===== src/rtl/run_ctrl_pkg.sv =====
`timescale 1ns/1ps
package run_ctrl_pkg;

   localparam int unsigned RC_NUM_REQ = 8;
   localparam int unsigned RC_IDX_W   = $clog2(RC_NUM_REQ);
   localparam int unsigned RC_ST_W    = 3;

   typedef enum logic [RC_ST_W-1:0] {
      ST_DEAD       = 3'd0,
      ST_READY      = 3'd1,
      ST_CONFIGURED = 3'd2,
      ST_RUNNING    = 3'd3,
      ST_IN_TRAIN   = 3'd4
   } rc_state_e;

   typedef enum logic [RC_IDX_W-1:0] {
      RQ_PWR_UP      = 3'd0,
      RQ_PWR_DOWN    = 3'd1,
      RQ_CFG_START   = 3'd2,
      RQ_CFG_END     = 3'd3,
      RQ_RUN_START   = 3'd4,
      RQ_RUN_END     = 3'd5,
      RQ_TRAIN_START = 3'd6,
      RQ_TRAIN_END   = 3'd7
   } rc_req_e;

   typedef struct packed {
      logic    single;
      logic    multi;
      rc_req_e which;
   } rc_req_t;

endpackage


===== src/rtl/rc_req_decode.sv =====
`timescale 1ns/1ps
module rc_req_decode
   import run_ctrl_pkg::*;
#(
   parameter int unsigned NUM_REQ = RC_NUM_REQ
) (
   input  logic [NUM_REQ-1:0] strobe_i,
   output rc_req_t            req_o
);

   localparam int unsigned CNT_W = $clog2(NUM_REQ + 1);

   if (NUM_REQ != RC_NUM_REQ) begin : g_bad_num_req
      $error("rc_req_decode: NUM_REQ must equal the package request count");
   end

   logic [CNT_W-1:0]    hit_cnt;
   logic [RC_IDX_W-1:0] low_idx;

   always_comb begin
      hit_cnt = '0;
      low_idx = '0;
      for (int i = NUM_REQ - 1; i >= 0; i--) begin
         if (strobe_i[i]) begin
            hit_cnt = hit_cnt + CNT_W'(1);
            low_idx = RC_IDX_W'(i);
         end
      end
   end

   always_comb begin
      req_o.single = (hit_cnt == CNT_W'(1));
      req_o.multi  = (hit_cnt > CNT_W'(1));
      req_o.which  = rc_req_e'(low_idx);
   end

endmodule


===== src/rtl/rc_state_core.sv =====
`timescale 1ns/1ps
module rc_state_core
   import run_ctrl_pkg::*;
(
   input  logic      clk_i,
   input  logic      rst_ni,
   input  rc_req_t   req_i,
   input  logic      pwr_ok_i,
   output rc_state_e state_o,
   output logic      err_o,
   output logic      load_run_o,
   output logic      go_dead_o
);

   rc_state_e state_q, state_d;
   logic      pend_q, pend_d;
   logic      err_q, err_d;
   logic      legal;

   always_comb begin
      state_d    = state_q;
      pend_d     = pend_q;
      legal      = 1'b0;
      load_run_o = 1'b0;
      go_dead_o  = 1'b0;
      if (req_i.single) begin
         unique case (req_i.which)
            RQ_PWR_UP: begin
               if (state_q == ST_DEAD) begin
                  legal = 1'b1;
                  if (pwr_ok_i) state_d = ST_READY;
               end
            end
            RQ_PWR_DOWN: begin
               if (state_q != ST_DEAD) begin
                  legal     = 1'b1;
                  state_d   = ST_DEAD;
                  pend_d    = 1'b0;
                  go_dead_o = 1'b1;
               end
            end
            RQ_CFG_START: begin
               if ((state_q == ST_READY && !pend_q) || state_q == ST_CONFIGURED) begin
                  legal   = 1'b1;
                  state_d = ST_READY;
                  pend_d  = 1'b1;
               end
            end
            RQ_CFG_END: begin
               if (state_q == ST_READY && pend_q) begin
                  legal   = 1'b1;
                  state_d = ST_CONFIGURED;
                  pend_d  = 1'b0;
               end
            end
            RQ_RUN_START: begin
               if (state_q == ST_CONFIGURED) begin
                  legal      = 1'b1;
                  state_d    = ST_RUNNING;
                  load_run_o = 1'b1;
               end
            end
            RQ_RUN_END: begin
               if (state_q == ST_RUNNING) begin
                  legal   = 1'b1;
                  state_d = ST_CONFIGURED;
               end
            end
            RQ_TRAIN_START: begin
               if (state_q == ST_RUNNING) begin
                  legal   = 1'b1;
                  state_d = ST_IN_TRAIN;
               end
            end
            RQ_TRAIN_END: begin
               if (state_q == ST_IN_TRAIN) begin
                  legal   = 1'b1;
                  state_d = ST_RUNNING;
               end
            end
            default: legal = 1'b0;
         endcase
      end
      err_d = req_i.multi | (req_i.single & ~legal);
   end

   always_ff @(posedge clk_i or negedge rst_ni) begin
      if (!rst_ni) begin
         state_q <= ST_DEAD;
         pend_q  <= 1'b0;
         err_q   <= 1'b0;
      end else begin
         state_q <= state_d;
         pend_q  <= pend_d;
         err_q   <= err_d;
      end
   end

   assign state_o = state_q;
   assign err_o   = err_q;

endmodule


===== src/rtl/rc_run_info.sv =====
`timescale 1ns/1ps
module rc_run_info #(
   parameter int unsigned NUM_W         = 32,
   parameter int unsigned TYPE_W        = 8,
   parameter bit          CLEAR_ON_DEAD = 1'b1
) (
   input  logic              clk_i,
   input  logic              rst_ni,
   input  logic              load_i,
   input  logic              clear_i,
   input  logic [NUM_W-1:0]  num_i,
   input  logic [TYPE_W-1:0] type_i,
   output logic [NUM_W-1:0]  num_o,
   output logic [TYPE_W-1:0] type_o
);

   logic clr_eff;

   if (CLEAR_ON_DEAD) begin : g_clear
      assign clr_eff = clear_i;
   end else begin : g_keep
      assign clr_eff = 1'b0;
   end

   always_ff @(posedge clk_i or negedge rst_ni) begin
      if (!rst_ni) begin
         num_o  <= '0;
         type_o <= '0;
      end else if (load_i) begin
         num_o  <= num_i;
         type_o <= type_i;
      end else if (clr_eff) begin
         num_o  <= '0;
         type_o <= '0;
      end
   end

endmodule


===== src/rtl/run_ctrl_seq.sv =====
`timescale 1ns/1ps
module run_ctrl_seq
   import run_ctrl_pkg::*;
#(
   parameter int unsigned RUN_NUM_W     = 32,
   parameter int unsigned RUN_TYPE_W    = 8,
   parameter bit          CLEAR_ON_DEAD = 1'b1
) (
   input  logic                  clk_i,
   input  logic                  rst_ni,
   input  logic                  pwr_up_i,
   input  logic                  pwr_ok_i,
   input  logic                  pwr_down_i,
   input  logic                  cfg_start_i,
   input  logic                  cfg_end_i,
   input  logic                  run_start_i,
   input  logic                  run_end_i,
   input  logic                  train_start_i,
   input  logic                  train_end_i,
   input  logic [RUN_NUM_W-1:0]  run_num_i,
   input  logic [RUN_TYPE_W-1:0] run_type_i,
   output logic [RC_ST_W-1:0]    state_o,
   output logic [RUN_NUM_W-1:0]  run_num_o,
   output logic [RUN_TYPE_W-1:0] run_type_o,
   output logic                  err_o
);

   if (RUN_NUM_W < 1 || RUN_NUM_W > 64) begin : g_bad_num_w
      $error("run_ctrl_seq: RUN_NUM_W must be 1..64");
   end
   if (RUN_TYPE_W < 1 || RUN_TYPE_W > 32) begin : g_bad_type_w
      $error("run_ctrl_seq: RUN_TYPE_W must be 1..32");
   end

   logic [RC_NUM_REQ-1:0] strobes;
   rc_req_t               req;
   rc_state_e             state;
   logic                  load_run;
   logic                  go_dead;

   always_comb begin
      strobes                      = '0;
      strobes[RQ_PWR_UP]      = pwr_up_i;
      strobes[RQ_PWR_DOWN]    = pwr_down_i;
      strobes[RQ_CFG_START]   = cfg_start_i;
      strobes[RQ_CFG_END]     = cfg_end_i;
      strobes[RQ_RUN_START]   = run_start_i;
      strobes[RQ_RUN_END]     = run_end_i;
      strobes[RQ_TRAIN_START] = train_start_i;
      strobes[RQ_TRAIN_END]   = train_end_i;
   end

   rc_req_decode #(
      .NUM_REQ(RC_NUM_REQ)
   ) u_dec (
      .strobe_i(strobes),
      .req_o   (req)
   );

   rc_state_core u_core (
      .clk_i     (clk_i),
      .rst_ni    (rst_ni),
      .req_i     (req),
      .pwr_ok_i  (pwr_ok_i),
      .state_o   (state),
      .err_o     (err_o),
      .load_run_o(load_run),
      .go_dead_o (go_dead)
   );

   rc_run_info #(
      .NUM_W        (RUN_NUM_W),
      .TYPE_W       (RUN_TYPE_W),
      .CLEAR_ON_DEAD(CLEAR_ON_DEAD)
   ) u_info (
      .clk_i  (clk_i),
      .rst_ni (rst_ni),
      .load_i (load_run),
      .clear_i(go_dead),
      .num_i  (run_num_i),
      .type_i (run_type_i),
      .num_o  (run_num_o),
      .type_o (run_type_o)
   );

   assign state_o = state;

endmodule


===== config.mk =====
export PLATFORM = sky130hd
export DESIGN_NAME = run_ctrl_seq
export DESIGN_NICKNAME = d
export VERILOG_FILES = /design/src/rtl/run_ctrl_pkg.sv /design/src/rtl/rc_req_decode.sv /design/src/rtl/rc_state_core.sv /design/src/rtl/rc_run_info.sv /design/src/rtl/run_ctrl_seq.sv
export SDC_FILE = /design/constraint.sdc
export NUM_CORES = 1
export LEC_CHECK = 0
export BUFFER_PORTS_ARGS = -buffer_cell sky130_fd_sc_hd__buf_4
export CORE_MARGIN = 8
export CORE_UTILIZATION = 45
export CTS_BUF_LIST = sky130_fd_sc_hd__clkbuf_16
export DETAILED_ROUTE_END_ITERATION = 10
export HOLD_SLACK_MARGIN = 0.06
export PLACE_DENSITY = 0.73
export SLEW_MARGIN = 40
export SYNTH_ARGS = -nofsm -noshare
export SYNTH_HDL_FRONTEND = slang
export SYNTH_SLANG_ARGS = --single-unit

===== constraint.sdc =====
create_clock -name clk_i -period 2.1 [get_ports clk_i]
set_input_delay 0.315 -clock clk_i [delete_from_list [all_inputs] [get_ports clk_i]]
set_output_delay 0.315 -clock clk_i [all_outputs]
set_load 0.03 [all_outputs]

==> flow_summary_export.csv <==
group,metric,value,unit
route,routed_wl,7.941,mm
outcome,status,"complete, but fails checks",
clocking,cts-root-buf,"clkbuf_16",
timing,rsz0062_at_grt,"true",
place,gp_congestion,0.9088,
final_layout,drive_gt1_share,47.29,%
logic_synthesis,synth_seq_cells,45,
final_layout,diodes,0,
hold_path,min_to,"u_info.type_o[5]",
die,row_count,27,
logic_synthesis,netlist-cell-type-count,46,
timing,tightest_slew,551.6,ps
grt,grt_max_degree,46,
worst_setup_path,cpLargestDelayFamily,"adder cells",
timing,hold_viol,0,
worst_setup_path,cp.depth,23,
timing,max_slew_margin,62.65,%
logic_synthesis,postSynthCellCount,245,
route,detail-route-antenna-nets,0,
grt,grt_pass1_wl,13.12,mm
hold_path,min-delay-start,"run_type_i[5]",
timing,worst_slack,-2213,ps
timing,hold_ws,246.8,ps
worst_setup_path,worstSetupStartpointType,"primary input",
die,die_w,91.24,um
logic_synthesis,syn-num-nets,305,
power,p_leak,2.074,nW
logic_synthesis,yosysSeqAreaShare,44.20,%
worst_setup_path,cp.buffers_inverters,3,
final_layout,final_cells,459,
final_layout,area_growth,62.62,%
logic_synthesis,synthTopCellsByArea,"dfrtp_1, a22o_1, ha_1",
timing,min_period_over_period,205.4,%
clocking,cts.clk_slew.worst_paths,60,ps
final_layout,final_nets,446,
die,core_area,5473,um^2
final_layout,fill_cells,376,
logic_synthesis,syn_area,2547,um^2
route,remaining_drc_errors,0,
grt,antenna_found_initial,0,
route,drt_iter0_markers,145,
worst_setup_path,ff2ff_setup_slack,20,ps
worst_setup_path,critPathLaunch,"train_end_i",
die,dieArea,8325,um^2
place,place_inst,439,
logic_synthesis,synth_top_area_share,44.20,%
timing,min_period,4313,ps
final_layout,final_cell_mix,"buf_4, dfrtp_1, a22o_1",
worst_setup_path,timing.rr.end,"u_core.state_o[2]",
route,wire_per_inst,17.30,um
final_layout,mostFrequentLayoutCell,"buf_4",
clocking,cts.sinks,45,
worst_setup_path,reg2reg_depth,8,
worst_setup_path,rr_startpoint,"u_core.state_o[1]",
route,firstDrtPassIters,4,
worst_setup_path,cp_common_cell,"ha_4",
outcome,violations,"setup timing",
timing,clock_skew,4.091,ps
worst_setup_path,critPathSlowestCell,"or3b_4",
logic_synthesis,syn_area_per_cell,10.40,um^2
route,via_per_inst,5.451,
clocking,numCtsBuffers,5,
worst_setup_path,crit_arrival,4480,ps
logic_synthesis,synth_top_area_cell,"dfrtp_1",
hold_path,min_path_cells,2,
logic_synthesis,synth_warnings,0,
clocking,clockBufferDepth,2,
die,io_pins,95,
place,dp_hpwl,5.623,mm
clocking,cts_tree,"done",
place,pre_cts_slack,-2788,ps
grt,grt_remaining_overflow,0,
hold_path,hp-class,"primary input to flop",
power,p_per_area,771.9,nW/um^2
worst_setup_path,worst-setup-path-type,"primary input to flop",
timing,maxSlewViolCount,0,
power,irDropWorstVdd,0.0004809,V
worst_setup_path,cpPeakStageDelay,400,ps
timing,setup_viol,45,
grt,grt_use_total,19.43,%
worst_setup_path,crit_chain,"buf_8, inv_4, buf_4, ha_4, xor2_4, ha_4, nand2b_4, o21a_1, ha_4, nand2_4, nand2_4, ha_4, nand2b_4, o21a_1, ha_1, mux2i_1, a31oi_1, ha_1, nor2b_1, or3b_4, o31a_1, and4bb_4, mux2_4",
route,vias,2502,
clocking,insertion_delay,280,ps
worst_setup_path,cp-end-kind,"flop",
die,die_y,91.24,um
worst_setup_path,critPathMaxFanout,3,
place,port_buffers,94,
worst_setup_path,required,2260,ps
die,start_util,46.55,%
run,maxCapViolCount,0,
timing,fmax,231.9,MHz
grt,grt_pass1_vias,2567,
clocking,htree_levels,2,
==> cells in the mapped netlist, drive strengths merged <==
library cell,n
a31oi,4
a32oi,2
nor3,5
xor2,7
xnor3,1
and4bb,1
o2111ai,1
nor4,4
nand3,6
nand4b,1
ha,9
nand2,15
nor2,14
o21ai,3
mux2,2
mux2i,3
nand4,1
nor2b,8
a22o,40
and3b,1
o21a,2
inv,7
buf,7
xnor2,8
a21oi,7
o31ai,2
o22ai,2
a21boi,3
nand2b,5
clkbuf,11
o31a,1
dfrtp,45
nor3b,3
or3b,1
a311oi,1
o311ai,2
o41ai,2
or2,1
o221ai,1
o211ai,3
o21bai,3
==> report_power, final <==
group	internal [W]	switching, W	total (W)
Combinational	0.000708	0.000639	0.00135
Clock	0.000558	0.000310	0.000868
Sequential	0.000929	0.0000543	0.000983
==> routing by layer <==
layer / track usage, % / vias up / wire length (um)
li1: - / 1201 / -
met4: 4.366 / 0 / 91
met5: 0 / - / 0
met3: 4.938 / 8 / 452
met1: 23.60 / 1208 / 3405
met2: 33.68 / 85 / 3992
==> through the flow <==
step                      instance area, um^2  total power, W  utilization (%)  TNS, ps
after floorplan                          2634        0.001681                -  -105890
after global placement                   3706        0.002117            67.72  -116300
after detailed placement                 3706        0.002141            67.72  -119670
after CTS                                4129        0.003187            75.45  -101090
after global routing                     4143        0.003382            75.70  -105230
final                                    4143        0.003198            75.70   -96910
==> registers in the layout, indices dropped and copies added, names as in the netlist <==
name	count
u_info.num_o	32
u_core.pend_q	1
u_info.type_o	8
u_core.err_o	1
u_core.state_o	3
==> cell type report <==
| type | count | area [um^2] | share of cell area [%] |
|---|---|---|---|
| well taps | 72 | 90.09 | 2.175 |
| inverters | 7 | 32.53 | 0.7853 |
| clock inverters | 3 | 42.54 | 1.027 |
| flip-flops and latches | 45 | 1126 | 27.18 |
| repair buffers | 152 | 1256 | 30.32 |
| multi-input cells | 175 | 1470 | 35.49 |
| clock buffers | 5 | 125.1 | 3.020 |
==> worst max-delay path by stage <==
stage	end	slack, ps
2_1_floorplan	u_core.state_o[2]	-2500
3_3_place_gp	u_core.state_o[2]	-2680
3_5_place_dp	u_core.state_o[2]	-2790
4_1_cts	u_core.state_o[2]	-2280
5_1_grt	u_core.pend_q	-2400
6_report	u_core.state_o[2]	-2210
==> repair_timing <==
action / in CTS / in global routing
setup endpoints to repair: 45 / 45
pin swaps: 13 / 10
hold endpoints to repair: 45 / 0
buffers inserted: 9 / 1
resized for setup: 21 / 3
hold buffers: 1 / 0
cloned: 3 / 0
==> cells by family (layout without fill, tap and decap cells) <==
family	Yosys count	in the layout	share of synthesized area [%]
AOI/OAI and AO/OA	79	79	24.46
and+or+nand+nor	66	66	13.65
DFF	45	45	44.20
buffers and inverters	25	167	3.929
xor gates and xnor gates	16	16	7.269
adders and majority gates	9	9	4.421
muxes	5	5	2.063
Note: power is estimated with default switching activity, not from simulation.
